`config.mk`:
```
export PLATFORM = sky130hd
export DESIGN_NAME = bl_resolve
export DESIGN_NICKNAME = d
export VERILOG_FILES = /design/src/rtl/bl_resolve.sv
export SDC_FILE = /design/constraint.sdc
export NUM_CORES = 1
export LEC_CHECK = 0
export ABC_AREA = 1
export BUFFER_PORTS_ARGS = -buffer_cell sky130_fd_sc_hd__buf_2
export CORE_UTILIZATION = 54
export DETAILED_ROUTE_END_ITERATION = 7
export GPL_TIMING_DRIVEN = 0
export PLACE_DENSITY_LB_ADDON = 0.25
export REMOVE_ABC_BUFFERS = 1
export SLEW_MARGIN = 20
export SYNTH_ARGS = -nofsm -noshare
export SYNTH_HDL_FRONTEND = slang
export SYNTH_SLANG_ARGS = --single-unit
```
`constraint.sdc`:
```
create_clock -name clk -period 3.6 [get_ports clk]
set_input_delay 0.18 -clock clk [delete_from_list [all_inputs] [get_ports clk]]
set_output_delay 0.18 -clock clk [all_outputs]
set_load 0.05 [all_outputs]
```
`src/rtl/bl_resolve.sv`:
```
module bl_resolve #(
  parameter int XLEN = 32,
  parameter int LINK_REG = 31
) (
  input  logic            clk,
  input  logic            rst,
  input  logic [31:0]     insn,
  input  logic [XLEN-1:0] opa,
  input  logic [XLEN-1:0] opb,
  input  logic [XLEN-1:0] slot_pc,
  input  logic            cp_cond,
  output logic            is_br,
  output logic            taken,
  output logic            annul,
  output logic [XLEN-1:0] target,
  output logic            link_we,
  output logic [4:0]      link_idx,
  output logic [XLEN-1:0] link_addr
);
  localparam int OFFW = 16;

  logic [5:0] op;
  logic [4:0] f_rs, f_rt;
  assign op   = insn[31:26];
  assign f_rs = insn[25:21];
  assign f_rt = insn[20:16];

  logic a_neg, a_zero, a_eq_b;
  assign a_neg  = opa[XLEN-1];
  assign a_zero = ~|opa;
  assign a_eq_b = (opa == opb);

  logic [XLEN-1:0] disp;
  assign disp = {{(XLEN-OFFW-2){insn[OFFW-1]}}, insn[OFFW-1:0], 2'b00};

  logic dec_br, dec_cond, dec_link;
  always_comb begin
    dec_br   = 1'b1;
    dec_cond = 1'b0;
    dec_link = 1'b0;
    unique case (op)
      6'h14: dec_cond = a_eq_b;
      6'h15: dec_cond = ~a_eq_b;
      6'h16: dec_cond = a_neg | a_zero;
      6'h17: dec_cond = ~a_neg & ~a_zero;
      6'h01: begin
        unique case (f_rt)
          5'h02: dec_cond = a_neg;
          5'h03: dec_cond = ~a_neg;
          5'h12: begin dec_cond = a_neg;  dec_link = 1'b1; end
          5'h13: begin dec_cond = ~a_neg; dec_link = 1'b1; end
          default: dec_br = 1'b0;
        endcase
      end
      6'h10: begin
        if (f_rs == 5'h08 && f_rt == 5'h02)      dec_cond = ~cp_cond;
        else if (f_rs == 5'h08 && f_rt == 5'h03) dec_cond = cp_cond;
        else                                     dec_br   = 1'b0;
      end
      default: dec_br = 1'b0;
    endcase
  end

  always_ff @(posedge clk) begin
    if (rst) begin
      is_br     <= 1'b0;
      taken     <= 1'b0;
      annul     <= 1'b0;
      target    <= '0;
      link_we   <= 1'b0;
      link_idx  <= '0;
      link_addr <= '0;
    end else begin
      is_br     <= dec_br;
      taken     <= dec_br & dec_cond;
      annul     <= dec_br & ~dec_cond;
      target    <= dec_br ? slot_pc + disp : '0;
      link_we   <= dec_br & dec_link;
      link_idx  <= (dec_br & dec_link) ? 5'(LINK_REG) : 5'd0;
      link_addr <= (dec_br & dec_link) ? slot_pc + XLEN'(4) : '0;
    end
  end


  p_annul_excl_r7: assert property (@(posedge clk) disable iff (rst)
    is_br |-> (taken ^ annul));

  p_idle_quiet_r8: assert property (@(posedge clk) disable iff (rst)
    !is_br |-> (!taken && !annul && !link_we && target == '0));

  p_link_dest_r4: assert property (@(posedge clk) disable iff (rst)
    link_we |-> (is_br && link_idx == 5'd31 && link_addr == $past(slot_pc) + XLEN'(4)));

  p_reset_clear_r9: assert property (@(posedge clk)
    $past(rst) |-> (!is_br && !taken && !annul && !link_we && target == '0));

  p_cp_true_r5: assert property (@(posedge clk) disable iff (rst || $past(rst))
    ($past(insn) == {6'h10, 5'h08, 5'h03, $past(insn[15:0])}) |-> (taken == $past(cp_cond)));

  p_latency_r9: assert property (@(posedge clk) disable iff (rst || $past(rst))
    ($past(op) == 6'h14) |-> (is_br && taken == ($past(opa) == $past(opb))));
endmodule

```
==> load_flow_metrics.sql <==
INSERT INTO impl_metrics (metric_group, metric, value, unit) VALUES
('run_status', 'outcome', 'finished clean', ''),
('floorplan', 'coreArea', '9240', 'um2'),
('layout', 'n_antenna_cell', '0', ''),
('sta', 'worst_slew_pin_slew', '0.660', 'ns'),
('synth', 'synthAdderAreaFrac', '0.0768', ''),
('sta', 'fin_crit_sh', '0.501', ''),
('global_route', 'first_global_vias', '5153', ''),
('hold_path', 'hold_path_class', 'input port to flip-flop', ''),
('place', 'detailedPlacementHpwl', '10800', 'um'),
('pwr', 'power_frac_comb', '0.274', ''),
('synth', 'post_synth.cell_area_avg', '6.04', 'um2'),
('place', 'io_buffers', '203', ''),
('clock_tree', 'clock_tree.buffer_depth', '2', ''),
('clock_tree', 'clockRootBuffer', 'sky130_fd_sc_hd__clkbuf_8', ''),
('clock_tree', 'clkSlewWorstSetupHoldPaths', '0.07', 'ns'),
('pwr', 'power_density', '296', 'nW/um2'),
('clock_tree', 'tritoncts', 'built', ''),
('synth', 'netlist_instances', '852', ''),
('synth', 'synth-compound-area-share', '0.111', ''),
('synth', 'ys_warn_count', '0', ''),
('setup_path', 'critPathCaptureType', 'flip-flop', ''),
('setup_path', 'worst_ep_arrival_time', '2.08', 'ns'),
('flow_run', 'drv.max_cap_violation_count', '0', ''),
('floorplan', 'floorplan.die_area', '9930', 'um2'),
('floorplan', 'dieWidth', '99.6', 'um'),
('clock_tree', 'cts_max_level', '3', ''),
('clock_tree', 'cts.sink_count', '68', ''),
('layout', 'multi_input_area', '3240', 'um2'),
('synth', 'synth-async-reset-ratio', '0', ''),
('synth', 'synth-edff-count', '0', ''),
('synth', 'synth_simple_gate_area_frac', '0.397', ''),
('pwr', 'internal_power', '1.28', 'mW'),
('setup_path', 'crit_chain', 'dlygate4sd3_1 -> buf_2 -> inv_1 -> nand4_2 -> inv_2 -> o21ai_0 -> a21oi_1', ''),
('floorplan', 'io_pins', '204', ''),
('drt', 'drt-pass1-iter-count', '5', ''),
('synth', 'yosys_register_bits', '68', ''),
('pwr', 'seq_power_share', '0.396', ''),
('sta', 'hold_viol_final', '0', ''),
('drt', 'drt_drc_violations_left', '0', ''),
('synth', 'ys_dominant_reg_cell', 'sky130_fd_sc_hd__dfxtp_1', ''),
('sta', 'setup_total_negative_slack', '0', 'ns'),
('drt', 'routed-via-count', '5814', ''),
('hold_path', 'worstHoldStart', 'slot_pc[2]', ''),
('drt', 'routed_wl', '13000', 'um'),
('floorplan', 'die_height', '99.6', 'um'),
('clock_tree', 'cts_buffers', '9', ''),
('sta', 'slew_viol_final', '0', ''),
('setup_path', 'cp_num_buf_inv', '4', ''),
('synth', 'main_combinational_cell_family_by_area_after_synthesis', 'simple AND/OR/NAND/NOR gates', ''),
('global_route', 'grt-ovfl-total', '0', ''),
('sta', 'achievable-frequency', '0.554', 'GHz'),
('setup_path', 'kind_of_cell_adding_the_most_delay_to_the_critical_path', 'buffers and inverters', ''),
('setup_path', 'slowest_delay', '0.53', 'ns'),
('layout', 'sequential_cell_area', '1360', 'um2'),
('clock_tree', 'post_cts_resized', '0', ''),
('pwr', 'clock_power_share', '0.330', ''),
('floorplan', 'core.rowCount', '35', ''),
('setup_path', 'setup.worst_path.start_class', 'input port', ''),
('floorplan', 'floorplan.initialDensity', '0.557', ''),
('setup_path', 'worstSetupStartpoint', 'rst', ''),
('layout', 'syn_to_final_growth', '25.5', '%'),
('synth', 'synth.area.mux_share', '0', ''),
('drt', 'wire_per_inst', '10.9', 'um'),
('synth', 'mappedNetlistArea', '5150', 'um2'),
('pwr', 'post-layout-total-power', '1.91', 'mW'),
('global_route', 'grt_max_degree', '21', ''),
('pwr', 'leakage', '3.66', 'nW'),
('layout', 'post_route_cells_drive_above_1_share', '0.227', ''),
('synth', 'ys_types', '38', ''),
('setup_path', 'timing.setup.critical_path_class', 'input port to flip-flop', ''),
('drt', 'routed_via_density', '4.88', '');
## flip-flops by register name, indices dropped and copies added, names as in the netlist
signal and flops:
annul 1, is_br 1, link_addr 32, link_idx 1
taken 1, target 32
## metal layers
metal,up-vias,routed length [um],global-route usage
met3,25,877,0.0611
met5,-,0,0
met4,0,289,0.0928
li1,3086,-,-
met1,2490,5750,0.321
met2,213,6110,0.477
## cells in the mapped netlist, types with 4 or more instances
master,n,area share
sky130_fd_sc_hd__nand2_1,253,0.18
sky130_fd_sc_hd__nor2_1,147,0.11
sky130_fd_sc_hd__inv_1,123,0.090
sky130_fd_sc_hd__dfxtp_1,68,0.26
sky130_fd_sc_hd__a21oi_1,57,0.055
sky130_fd_sc_hd__nand3_1,39,0.038
sky130_fd_sc_hd__ha_1,30,0.073
sky130_fd_sc_hd__o21ai_0,22,0.021
sky130_fd_sc_hd__xnor2_1,20,0.034
sky130_fd_sc_hd__nor3_1,16,0.016
sky130_fd_sc_hd__o21a_1,8,0.012
sky130_fd_sc_hd__buf_4,7,0.010
sky130_fd_sc_hd__nand4_1,7,0.0085
sky130_fd_sc_hd__o21ai_1,6,0.0058
sky130_fd_sc_hd__xor2_1,6,0.010
sky130_fd_sc_hd__inv_2,4,0.0029
sky130_fd_sc_hd__o21bai_1,4,0.0058
## layout make-up
type | instances | share of cell area
inverters | 127 | 0.0738
repair buffers | 204 | 0.159
clock inverters | 7 | 0.0116
well taps | 129 | 0.0250
clock buffers | 9 | 0.0192
flip-flops and latches | 68 | 0.211
multi-input cells | 647 | 0.501
## placed cells by master (no fill, tap or decap), types with 4 or more instances in the layout
master                     count
sky130_fd_sc_hd__o21bai_1      4
sky130_fd_sc_hd__inv_1       123
sky130_fd_sc_hd__buf_2       203
sky130_fd_sc_hd__inv_2         4
sky130_fd_sc_hd__nand3_1      39
sky130_fd_sc_hd__o21ai_0      22
sky130_fd_sc_hd__clkbuf_8      9
sky130_fd_sc_hd__o21a_1        8
sky130_fd_sc_hd__nor3_1       16
sky130_fd_sc_hd__a21oi_1      57
sky130_fd_sc_hd__nand2_1     253
sky130_fd_sc_hd__xor2_1        6
sky130_fd_sc_hd__dfxtp_1      68
sky130_fd_sc_hd__o21ai_1       6
sky130_fd_sc_hd__ha_1         30
sky130_fd_sc_hd__nand4_1       7
sky130_fd_sc_hd__nor2_1      147
sky130_fd_sc_hd__xnor2_1      20
## kinds of logic (layout without fill, tap and decap cells)
logic type               Yosys count  count (layout)
AO/OA/AOI/OAI                    104             104
AND/OR/NAND/NOR                  486             486
adder cells (fa/ha/maj)           31              31
buffers and inverters            137             347
XOR/XNOR                          26              26
flip-flops                        68              68
## worst max path at each step
stage	endpoint	cells after the start
after global routing	target[28]	16
after global placement	target[30]	14
after CTS	link_addr[21]	7
final	link_addr[21]	7
after floorplan	link_idx[0]	0
after detailed placement	target[22]	16
## metrics by stage
stage | worst slack (ns) | hold slack (ns) | cell area [um2] | utilization | instances
4_1_cts | 1.85 | 0.0254 | 6460 | 0.699 | 1191
2_1_floorplan | 1.22 | 0.252 | 5070 | - | 842
3_5_place_dp | 1.49 | 0.362 | 6250 | 0.677 | 1174
5_1_grt | 1.55 | 0.0245 | 6460 | 0.699 | 1191
3_3_place_gp | 1.51 | 0.356 | 6250 | 0.677 | 1174
6_report | 1.80 | 0.0423 | 6460 | 0.699 | 1191
## what timing repair did
action	CTS	global route
endpoints found under the hold margin	1	0
endpoints found under the setup margin	0	0
hold buffers	1	0
## power groups by stage
| stage | combinational, mW | sequential, mW | clock, mW |
|---|---|---|---|
| final | 0.524 | 0.759 | 0.631 |
| after global routing | 0.596 | 0.759 | 0.681 |
| after CTS | 0.519 | 0.759 | 0.649 |
| after detailed placement | 0.514 | 0.777 | 0 |
| after global placement | 0.507 | 0.777 | 0 |
| after floorplan | 0.313 | 0.798 | 0 |
No activity file was read; power rests on OpenSTA's default activity.
